[src/rtl/thr_alert_pkg.sv]
// Shared definitions for the threshold alert comparator.
// Assumes run lengths never exceed RUN_MAX.
package thr_alert_pkg;

    typedef enum logic [1:0] {
        Q_RUN1 = 2'b00,
        Q_RUN2 = 2'b01,
        Q_RUN4 = 2'b10,
        Q_OFF  = 2'b11
    } queue_e;

    localparam int RUN_MAX = 4;
    localparam int CNT_W   = $clog2(RUN_MAX + 1);

    // Number of consecutive qualifying results required for a queue code.
    function automatic logic [CNT_W-1:0] run_needed(input queue_e q);
        case (q)
            Q_RUN1:  run_needed = CNT_W'(1);
            Q_RUN2:  run_needed = CNT_W'(2);
            Q_RUN4:  run_needed = CNT_W'(4);
            default: run_needed = CNT_W'(RUN_MAX);
        endcase
    endfunction

endpackage

[src/rtl/thr_range_cmp.sv]
// Signed range classifier. Decides whether a result counts toward an
// alert and whether it releases a non-latched alert.
// Assumes all operands are two's complement of the same width.
module thr_range_cmp #(
    parameter int DATA_W = 12
) (
    input  logic [DATA_W-1:0] data,
    input  logic [DATA_W-1:0] lo,
    input  logic [DATA_W-1:0] hi,
    input  logic              window,
    output logic              hit,
    output logic              release_hit
);

    logic over_hi;
    logic under_lo;

    // Signed comparisons against both thresholds.
    always_comb begin
        over_hi  = $signed(data) > $signed(hi);
        under_lo = $signed(data) < $signed(lo);
    end

    // Style select: one-sided with hysteresis, or two-sided band.
    always_comb begin
        if (window) begin
            hit         = over_hi | under_lo;
            release_hit = ~(over_hi | under_lo);
        end else begin
            hit         = over_hi;
            release_hit = under_lo;
        end
    end

endmodule

[src/rtl/thr_run_cnt.sv]
// Consecutive-hit counter. Counts accepted qualifying results,
// saturates at RUN_MAX, and restarts on any accepted non-qualifying one.
// Assumes flush has priority over step.
module thr_run_cnt
    import thr_alert_pkg::*;
(
    input  logic             clk,
    input  logic             rst_n,
    input  logic             flush,
    input  logic             step,
    input  logic             hit,
    input  logic [CNT_W-1:0] need,
    output logic [CNT_W-1:0] cnt,
    output logic             reached
);

    logic [CNT_W-1:0] cnt_inc;

    // Saturating increment and run-length test.
    always_comb begin
        cnt_inc = (cnt == CNT_W'(RUN_MAX)) ? cnt : cnt + CNT_W'(1);
        reached = step & hit & (cnt_inc >= need);
    end

    // Run count register.
    always_ff @(posedge clk) begin
        if (!rst_n) begin
            cnt <= '0;
        end else if (flush) begin
            cnt <= '0;
        end else if (step) begin
            cnt <= hit ? cnt_inc : '0;
        end
    end

endmodule

[src/rtl/thr_alert_state.sv]
// Alert state flop with set, release and acknowledge.
// Priority: flush, then set, then clear (acknowledge or release).
module thr_alert_state (
    input  logic clk,
    input  logic rst_n,
    input  logic flush,
    input  logic set,
    input  logic latch,
    input  logic rel,
    input  logic ack,
    output logic on
);

    // Hold, set or clear the alert.
    always_ff @(posedge clk) begin
        if (!rst_n) begin
            on <= 1'b0;
        end else if (flush) begin
            on <= 1'b0;
        end else if (set) begin
            on <= 1'b1;
        end else if (latch) begin
            if (ack) on <= 1'b0;
        end else if (rel) begin
            on <= 1'b0;
        end
    end

endmodule

[src/rtl/thr_alert_cmp.sv]
// Threshold alert comparator top. Detects configuration changes,
// gates results, and drives the pin level and output-enable.
// Assumes res_valid, conv_read and alert_resp are one-cycle strobes
// synchronous to clk.
module thr_alert_cmp
    import thr_alert_pkg::*;
#(
    parameter int DATA_W = 12
) (
    input  logic              clk,
    input  logic              rst_n,
    input  logic              res_valid,
    input  logic [DATA_W-1:0] res_data,
    input  logic [DATA_W-1:0] thr_lo,
    input  logic [DATA_W-1:0] thr_hi,
    input  logic              cfg_window,
    input  logic              cfg_active_high,
    input  logic              cfg_latch,
    input  logic [1:0]        cfg_queue,
    input  logic              conv_read,
    input  logic              alert_resp,
    output logic              alert_level,
    output logic              alert_oe
);

    queue_e           q_now;
    queue_e           q_prev;
    logic             w_prev;
    logic             cfg_chg;
    logic             enabled;
    logic             flush;
    logic             step;
    logic             hit;
    logic             release_hit;
    logic [CNT_W-1:0] run_cnt;
    logic             reached;
    logic             alert_on;
    logic             active;

    // Shadow copies of the fields whose change restarts detection.
    always_ff @(posedge clk) begin
        if (!rst_n) begin
            q_prev <= Q_OFF;
            w_prev <= 1'b0;
        end else begin
            q_prev <= q_now;
            w_prev <= cfg_window;
        end
    end

    // Change detect, enable and result gating.
    always_comb begin
        q_now   = queue_e'(cfg_queue);
        cfg_chg = (q_now != q_prev) | (cfg_window != w_prev);
        enabled = (q_now != Q_OFF);
        flush   = cfg_chg | ~enabled;
        step    = res_valid & ~flush;
    end

    thr_range_cmp #(.DATA_W(DATA_W)) u_cmp (
        .data        (res_data),
        .lo          (thr_lo),
        .hi          (thr_hi),
        .window      (cfg_window),
        .hit         (hit),
        .release_hit (release_hit)
    );

    thr_run_cnt u_run (
        .clk     (clk),
        .rst_n   (rst_n),
        .flush   (flush),
        .step    (step),
        .hit     (hit),
        .need    (run_needed(q_now)),
        .cnt     (run_cnt),
        .reached (reached)
    );

    thr_alert_state u_state (
        .clk   (clk),
        .rst_n (rst_n),
        .flush (flush),
        .set   (reached),
        .latch (cfg_latch),
        .rel   (step & release_hit),
        .ack   (conv_read | alert_resp),
        .on    (alert_on)
    );

    // Pin drive: polarity applied after masking with the enable.
    always_comb begin
        active      = alert_on & enabled;
        alert_level = cfg_active_high ? active : ~active;
        alert_oe    = enabled;
    end

endmodule

[config.mk]
export PLATFORM = sky130hd
export DESIGN_NAME = thr_alert_cmp
export DESIGN_NICKNAME = d
export VERILOG_FILES = /design/src/rtl/thr_alert_pkg.sv /design/src/rtl/thr_range_cmp.sv /design/src/rtl/thr_run_cnt.sv /design/src/rtl/thr_alert_state.sv /design/src/rtl/thr_alert_cmp.sv
export SDC_FILE = /design/constraint.sdc
export NUM_CORES = 1
export LEC_CHECK = 0
export BUFFER_PORTS_ARGS = -buffer_cell sky130_fd_sc_hd__buf_2
export CORE_UTILIZATION = 50
export CTS_CLUSTER_SIZE = 40
export DETAILED_ROUTE_END_ITERATION = 10
export PLACE_DENSITY = 0.83
export SYNTH_ARGS = -nofsm -noshare
export SYNTH_HDL_FRONTEND = slang
export SYNTH_SLANG_ARGS = --single-unit
[constraint.sdc]
create_clock -name clk -period 3.72 [get_ports clk]
set_input_delay 0.558 -clock clk [delete_from_list [all_inputs] [get_ports clk]]
set_output_delay 0.558 -clock clk [all_outputs]
set_load 0.1 [all_outputs]
### Yosys cells after proc, flatten, opt, wreduce, memory -nomap -nowiden

Cells that the tools add are included.
Widths: inputs -> output; s select.

* bits in registers: 7
* output and inout port bits: 2

* $add $sub $neg: 1
* reduce and logical (&&, ||, !) cells: 4
* equal/unequal tests: 6
* multiplexer cells: 10
* $lt $le $gt $ge: 3
* bitwise operators: 14

Operators by type and width (count)
* $gt 12x12->1: 1
* $lt 12x12->1: 1
* $mux 1: 7
* $mux 3: 2
* $pmux 3 s2: 1
* $and 1x1->1: 5
* $not 1->1: 5
* $or 1x1->1: 4
* $add 3x1->3 const B: 1
* $eq 3x3->1 const B: 1
* $ge 3x3->1: 1
* $ne 3x1->1 const B: 1
* $reduce_bool 3->1: 1
* $eq 2x1->1 const B: 1
* $logic_not 2->1: 1
* $ne 2x2->1: 1
* $ne 2x2->1 const B: 1
* $reduce_and 2->1: 1
* $reduce_or 2->1: 1
* $ne 1x1->1: 1

### Longest topological paths before layout

Gate-level depths: netlist of run 1.

* word-level depth: 9
* mapped depth: 11
* gate-level depth less buffers: 11

### Hierarchy

From an unflattened synthesis of run 1, not the netlist that was laid out.

* cell total of the unflattened synthesis: 144
* area, all modules: 1138.6 um2

Modules (own cells, without submodules)
* thr_range_cmp: seq. area each 0.0 um2, instances 1, area each 640.6 um2, cells each 86
* thr_run_cnt: seq. area each 60.1 um2, instances 1, area each 255.2 um2, cells each 31
* thr_alert_cmp: seq. area each 60.1 um2, instances 1, area each 183.9 um2, cells each 22
* thr_alert_state: seq. area each 20.0 um2, instances 1, area each 58.8 um2, cells each 5

### Least setup slack after synthesis of run 1

OpenSTA, ideal clock, no wires.

* path type: input port to output port
* start: in cfg_queue[1]
* end: out alert_level
* stages: 3
* data required time: 3.162 ns
* arrival time: 2.825 ns
* path slack: 0.337 ns
* cells stage by stage: nand2_1 -> nand2_1 -> xor2_1

* longest elaborated chain between the ends: 4

Ends and longest elaborated chain
* from (decl): RTL line thr_alert_cmp.sv:19 `input logic [1:0] cfg_queue,`
* $ne 2x2->1 (*): RTL line thr_alert_cmp.sv:55 `enabled = (q_now != Q_OFF);`
* $and 1x1->1 (*): RTL line thr_alert_cmp.sv:93 `active = alert_on & enabled;`
* $not 1->1: RTL line thr_alert_cmp.sv:94 `alert_level = cfg_active_high ? active : ~active;`
* $mux 1 (*): RTL line thr_alert_cmp.sv:94
* to (decl): RTL line thr_alert_cmp.sv:22 `output logic alert_level,`

Mark *: on every way between the ends. The rest lies on a longest branch, timed or not.

### Final worst setup path of run 1

* start: reg u_run.cnt[0]
* end: reg u_state.on

* longest elaborated chain between the ends: 6
* elaborated cells between the ends (all ways): 9
* classes of those cells: add/sub (1); order compare (1); eq/ne (2); mux (2); bitwise (1); reduce/logical (2)

Ends and longest elaborated chain
* from (decl): RTL line thr_run_cnt.sv:13 `output logic [CNT_W-1:0] cnt,`
* from (signal assigned): RTL line thr_run_cnt.sv:32 `cnt <= hit ? cnt_inc : '0;`
* $add 3x1->3 or $eq 3x3->1 (tied branches): RTL line thr_run_cnt.sv:21 `cnt_inc = (cnt == CNT_W'(RUN_MAX)) ? cnt : cnt + CNT_W'(1);`
* $mux 3 (*): RTL line thr_run_cnt.sv:21
* $ge 3x3->1 (*): RTL line thr_run_cnt.sv:22 `reached = step & hit & (cnt_inc >= need);`
* $and 1x1->1 (*): RTL line thr_run_cnt.sv:22
* $ne 3x1->1 (no source line) or $reduce_bool 3->1 (tied branches)
* $reduce_and 2->1 (no source line)
* to (signal assigned): RTL line thr_alert_state.sv:17 `on <= 1'b0;`
* to (signal assigned): RTL line thr_alert_state.sv:19 `on <= 1'b0;`
* to (signal assigned): RTL line thr_alert_state.sv:21 `on <= 1'b1;`
* to (decl): RTL line thr_alert_state.sv:11 `output logic on`

Marks and branches as above.
A chain may end at the register's enable or synchronous reset.

==> impl_metrics.env, run 1 <==
export IMPL_status="complete, no violations"
export IMPL_wl_per_cell_um=11.9
export IMPL_worst_slack_ns=1.46
export IMPL_clk_pin_slew_worst_paths_ns=0.06
export IMPL_startpoint_type="flip-flop"
export IMPL_dr_pass1_iters=4
export IMPL_dr_first_iter_drc_count=28
export IMPL_cap_violations=0
export IMPL_critical_path_class="flip-flop to flip-flop"
export IMPL_synth_cells=157
export IMPL_io_buffers=47
export IMPL_ioPinCount=48
export IMPL_layout_drive_gt1_share_pct=25.6
export IMPL_cts_max_path_buffers=2
export IMPL_mostFrequentLayoutCell="buf_2"
export IMPL_num_rows=17
export IMPL_worst_pin_slew_ns=0.484
export IMPL_rsz0062_at_grt="no"
export IMPL_max_freq_mhz=443
export IMPL_maxSlewViolCount=0
export IMPL_path_common_cell="ha_1"
export IMPL_die_area_um2=2550
export IMPL_grt_pass1_wl_um=4760
export IMPL_path_cells="inv_1 > ha_1 > nand2_1 > xnor2_1 > ha_1 > nor2b_1 > o21ai_0 > nand3_2 > or4b_1 > nand3_1 > o22ai_1"
export IMPL_final_setup_viol_count=0
export IMPL_skew_ns=0.00504
export IMPL_die_h_um=50.5
export IMPL_final_cell_mix="buf_2, inv_1, ha_1"
export IMPL_drc=0
export IMPL_hold_viol_final=0
export IMPL_vias=1263
export IMPL_slew_headroom_pct=68.0
export IMPL_cts_resized=0
export IMPL_synth_area_per_cell_um2=7.48
export IMPL_critPathMaxStageDelay_ns=0.44
export IMPL_die_w_um=50.5
export IMPL_power_uw=275
export IMPL_cp_slowest_cell="or4b_1"
export IMPL_postCtsSetupBuffers=0
export IMPL_dp_cells=231
export IMPL_cts_buffers=3
export IMPL_synth_seq_cells=7
export IMPL_drt_wl_total_um=2790
export IMPL_viasPerCell=5.37
export IMPL_critPathRequiredTime_ns=3.87
export IMPL_arrival_ns=2.41
export IMPL_overflow=0
export IMPL_hold_buffers=0
export IMPL_grt_pass1_vias=1237
export IMPL_async_flop_share_pct=0
export IMPL_diodes=0
export IMPL_fin_tns_setup_ns=0
export IMPL_hold_class="flip-flop to flip-flop"
export IMPL_p_leak_nw=0.800
export IMPL_antenna_found_initial=0
export IMPL_ys_warn_count=0
export IMPL_syn_nets=231
export IMPL_ys_seq_area_share_pct=11.9
export IMPL_fin_hold_ws_ns=0.498
export IMPL_setup_worst_path_end_class="flip-flop"
export IMPL_cts_sinks=7
export IMPL_hpwl_um=2520
export IMPL_vdd_drop_max_uv=116
export IMPL_initial_core_util_pct=53.1
export IMPL_synth_ff_type="dfxtp_1"
export IMPL_gr_usage_all_layers_pct=24.3
export IMPL_finalNonFillerCells=235
export IMPL_synth_edf_count=0
export IMPL_insertion_delay_ns=0.26
export IMPL_globalplace_congestion=0.813
export IMPL_coreArea_um2=2210
export IMPL_cts_tree="yes"
export IMPL_dp_slack_ns=1.32
export IMPL_syn2layout_area_growth_pct=24.6
export IMPL_period_needed_ns=2.26
export IMPL_root_buffer="clkbuf_4"
export IMPL_syn_cell_area_um2=1170
export IMPL_grt_max_degree=9
export IMPL_final_nets=282
export IMPL_post_route_period_util_pct=60.6
export IMPL_synth_cell_types=38
export IMPL_path_max_fanout=5
export IMPL_power_density_nw_per_um2=188
export IMPL_h_tree_depth=1
export IMPL_ant_nets=0
[report_power, final]
group | switching [mW] | internal [mW]
clock network | 0.0356 | 0.0414
logic | 0.0669 | 0.0532
registers | 0.00116 | 0.0769
total | 0.104 | 0.172
[final timing paths]
| kind | startpoint | end | slack [ns] | cells after the start |
|---|---|---|---|---|
| setup / recovery | u_run.cnt[0]$_SDFFE_PP0P_ | u_state.on$_SDFFE_PP0P_ | 1.46 | 11 |
| setup reg to reg | u_run.cnt[0]$_SDFFE_PP0P_ | u_state.on$_SDFFE_PP0P_ | 1.46 | 11 |
| hold / removal | u_run.cnt[1]$_SDFFE_PP0P_ | u_run.cnt[1]$_SDFFE_PP0P_ | 0.50 | 2 |
| hold reg to reg | u_run.cnt[1]$_SDFFE_PP0P_ | u_run.cnt[1]$_SDFFE_PP0P_ | 0.50 | 2 |
[through the flow]
stage	utilization, %	area (µm²)
floorplan	-	1170
global placement	64.9	1440
detailed placement	64.9	1440
CTS	66.1	1460
global route	66.1	1460
finish	66.1	1460
[registers in the layout, summed over array words and instances, names as in the netlist]
signal	flops
u_run.cnt	3
q_prev	2
u_state.on	1
w_prev	1
[worst max-delay path: cells and delay by family, from the launching register on]
kind	cells	cell delay, ns
fa+ha+maj	2	0.48
compound gates	2	0.19
simple gates	5	0.85
xor+xnor	1	0.16
flops	1	0.39
buf+inv	1	0.06
[synthesized netlist by cell type, drive strengths merged (4+ instances only)]
cell type / n / area, µm²
inv: 31 / 116
ha: 28 / 350
nand2: 10 / 37.5
a21oi: 8 / 40.0
nand3: 8 / 45.0
o21ai: 8 / 40.0
dfxtp: 7 / 140
nand2b: 5 / 31.3
nor2: 5 / 18.8
nand4: 4 / 25.0
nor3: 4 / 20.0
o211ai: 4 / 30.0
[area by class of cell]
class                   instances  area, µm²
multi-input cells             118        910
fillers                       222        749
repair buffers                 47        235
flip-flops and latches          7        140
inverters                      31        116
well taps                      28       35.0
clock buffers                   4       26.3
[cell families (layout without fill, tap and decap cells)]
kind of cell,Yosys count,in the layout,synth area share (%)
AOI/OAI and AO/OA,36,36,21.1
buffers and inverters,32,82,10.6
and+or+nand+nor,50,50,23.6
adders and majority gates,28,28,29.9
xor gates and xnor gates,4,4,2.99
DFF,7,7,11.9
[per-layer routing]
metal  vias to the layer above  global-route usage, %  wire length [µm]  part of all wire, %
met3                         6                   4.24               119                  4.3
met4                         0                   9.72                48                  1.7
met5                         -                      0                 0                    0
met1                       566                   26.0              1160                   42
li1                        655                      -                 -                    -
met2                        36                   46.0              1450                   52
(Power assumes the default switching activity.)
==> inputs of run 2 (changes only) <==
--- a/config.mk
+++ b/config.mk
@@ -6,10 +6,10 @@
 export NUM_CORES = 1
 export LEC_CHECK = 0
 export BUFFER_PORTS_ARGS = -buffer_cell sky130_fd_sc_hd__buf_2
-export CORE_UTILIZATION = 50
+export CORE_UTILIZATION = 44
 export CTS_CLUSTER_SIZE = 40
 export DETAILED_ROUTE_END_ITERATION = 10
-export PLACE_DENSITY = 0.83
+export PLACE_DENSITY = 0.77
 export SYNTH_ARGS = -nofsm -noshare
 export SYNTH_HDL_FRONTEND = slang
 export SYNTH_SLANG_ARGS = --single-unit
==> constraint.sdc (replaced) <==
create_clock -name clk -period 1.95 [get_ports clk]
set_input_delay 0.2925 -clock clk [delete_from_list [all_inputs] [get_ports clk]]
set_output_delay 0.2925 -clock clk [all_outputs]
set_load 0.1 [all_outputs]
==> impl_metrics.env, run 2 (synthesis gave the netlist of run 1 again) <==
export IMPL_status="finished with violations"
export IMPL_violations="setup timing"
export IMPL_rsz0062_at_grt="yes"
export IMPL_ioPinCount=48
export IMPL_die_h_um=53.6
export IMPL_die_w_um=53.6
export IMPL_hold_buffers=0
export IMPL_grt_pass1_wl_um=4710
export IMPL_final_nets=295
export IMPL_drt_wl_total_um=2990
export IMPL_syn2layout_area_growth_pct=43.2
export IMPL_fin_tns_setup_ns=-0.0817
export IMPL_place_area_um2=1570
export IMPL_worst_slack_ns=-0.0806
export IMPL_overflow=0
export IMPL_cts_max_path_buffers=2
export IMPL_finalNonFillerCells=250
export IMPL_period_needed_ns=2.03
export IMPL_coreArea_um2=2500
export IMPL_path_cells="inv_4 > ha_4 > nand2_4 > xnor2_2 > ha_1 > nor2b_1 > o21ai_2 > nand3_2 > or4b_1 > nand3_1 > o22ai_1"
export IMPL_final_setup_viol_count=2
export IMPL_met2_usage_pct=44.8
export IMPL_num_rows=18
export IMPL_dp_cells=243
export IMPL_post_route_period_util_pct=104
export IMPL_setup_worst_path_end_class="flip-flop"
export IMPL_root_buffer="clkbuf_4"
export IMPL_antenna_found_initial=0
export IMPL_final_cell_mix="buf_2, inv_1, ha_1"
export IMPL_ff_latch_area_um2=148
export IMPL_layout_drive_gt1_share_pct=38.2
export IMPL_worst_pin_slew_ns=0.523
export IMPL_drc=0
export IMPL_critPathRequiredTime_ns=2.10
export IMPL_h_tree_depth=1
export IMPL_cap_violations=0
export IMPL_grt_max_degree=9
export IMPL_viasPerCell=5.33
export IMPL_insertion_delay_ns=0.26
export IMPL_cp_top_family="simple AND/OR/NAND/NOR gates"
export IMPL_hpwl_um=2470
export IMPL_top_register="u_run.cnt"
export IMPL_grt_pass1_vias=1256
export IMPL_cts_sinks=7
export IMPL_dr_first_iter_drc_count=26
export IMPL_cts_tree="yes"
export IMPL_startpoint_type="flip-flop"
export IMPL_critPathMaxStageDelay_ns=0.44
export IMPL_fillers=213
export IMPL_critical_path_class="flip-flop to flip-flop"
export IMPL_die_area_um2=2880
export IMPL_vdd_drop_max_uv=238
export IMPL_io_buffers=47
export IMPL_skew_ns=0.00298
export IMPL_p_leak_nw=0.884
export IMPL_gr_usage_met1_pct=23.5
export IMPL_wl_per_cell_um=12.0
export IMPL_fin_hold_ws_ns=0.261
export IMPL_hold_viol_final=0
export IMPL_cts_buffers=3
export IMPL_initial_core_util_pct=46.9
export IMPL_power_density_nw_per_um2=323
export IMPL_grt_use_met3_pct=1.69
export IMPL_diodes=0
export IMPL_power_uw=543
export IMPL_ant_nets=0
export IMPL_gr_usage_all_layers_pct=22.4
export IMPL_cp_slowest_cell="or4b_1"
export IMPL_vias=1332
export IMPL_largest_reg_flops=3
export IMPL_largestRegisters="u_run.cnt x3, q_prev x2"
export IMPL_max_freq_mhz=492
export IMPL_finalCoreUtilization_pct=67.2
export IMPL_arrival_ns=2.18
export IMPL_final_area_um2=1680
export IMPL_dr_pass1_iters=4
export IMPL_maxSlewViolCount=0
export IMPL_globalplace_congestion=0.797
export IMPL_dp_slack_ns=-0.250
export IMPL_cp_num_buf_inv=1
export IMPL_path_max_fanout=3
export IMPL_clk_pin_slew_worst_paths_ns=0.06
export IMPL_slew_headroom_pct=64.9
export IMPL_hold_class="input port to flip-flop"
export IMPL_mostFrequentLayoutCell="buf_2"
export IMPL_busiest_layer="met2"
export IMPL_multi_input_area_um2=1020
run 2: path summary, 6_finish.rpt:
path | end | depth (start not counted) | start | slack [ns]
min reg2reg | u_run.cnt[1]$_SDFFE_PP0P_ | 2 | u_run.cnt[1]$_SDFFE_PP0P_ | 0.54
max reg2reg | u_state.on$_SDFFE_PP0P_ | 11 | u_run.cnt[1]$_SDFFE_PP0P_ | -0.08
min | q_prev[1]$_SDFF_PN1_ | 2 | rst_n | 0.26
max | u_state.on$_SDFFE_PP0P_ | 11 | u_run.cnt[1]$_SDFFE_PP0P_ | -0.08
run 2: what timing repair did:
item,CTS,global route
endpoints found under the setup margin,1,4
pin swaps,6,8
gates resized for setup,2,11
buffers inserted,2,1
endpoints found under the hold margin,0,0
run 2: cell type report:
| cell class | count | area share, % |
|---|---|---|
| flip-flops and latches | 7 | 8.79 |
| inverters | 31 | 7.07 |
| clock buffers | 4 | 1.56 |
| repair buffers | 60 | 19.8 |
| well taps | 30 | 2.23 |
| multi-input cells | 118 | 60.5 |
run 2: power breakdown:
part           internal (mW)  leakage [nW]  switching [mW]  total (mW)
Clock                 0.0788        0.0150          0.0648       0.144
Sequential             0.144        0.0589         0.00261       0.147
Combinational          0.116         0.810           0.137       0.252
Total                  0.338         0.884           0.204       0.543
run 2: worst reg2reg max path: cells and delay by family (launching register included):
| kind | cells | cell delay (ns) |
|---|---|---|
| adder cells (fa/ha/maj) | 2 | 0.43 |
| AND/OR/NAND/NOR | 5 | 0.79 |
| buffers and inverters | 1 | 0.06 |
| AO/OA/AOI/OAI | 2 | 0.15 |
| XOR/XNOR | 1 | 0.14 |
| flip-flops | 1 | 0.36 |
run 2: metal layers:
layer | routed length [µm] | share of wire (%)
met1 | 1290 | 43
met2 | 1550 | 52
met3 | 90 | 3.0
met4 | 68 | 2.3
met5 | 0 | 0
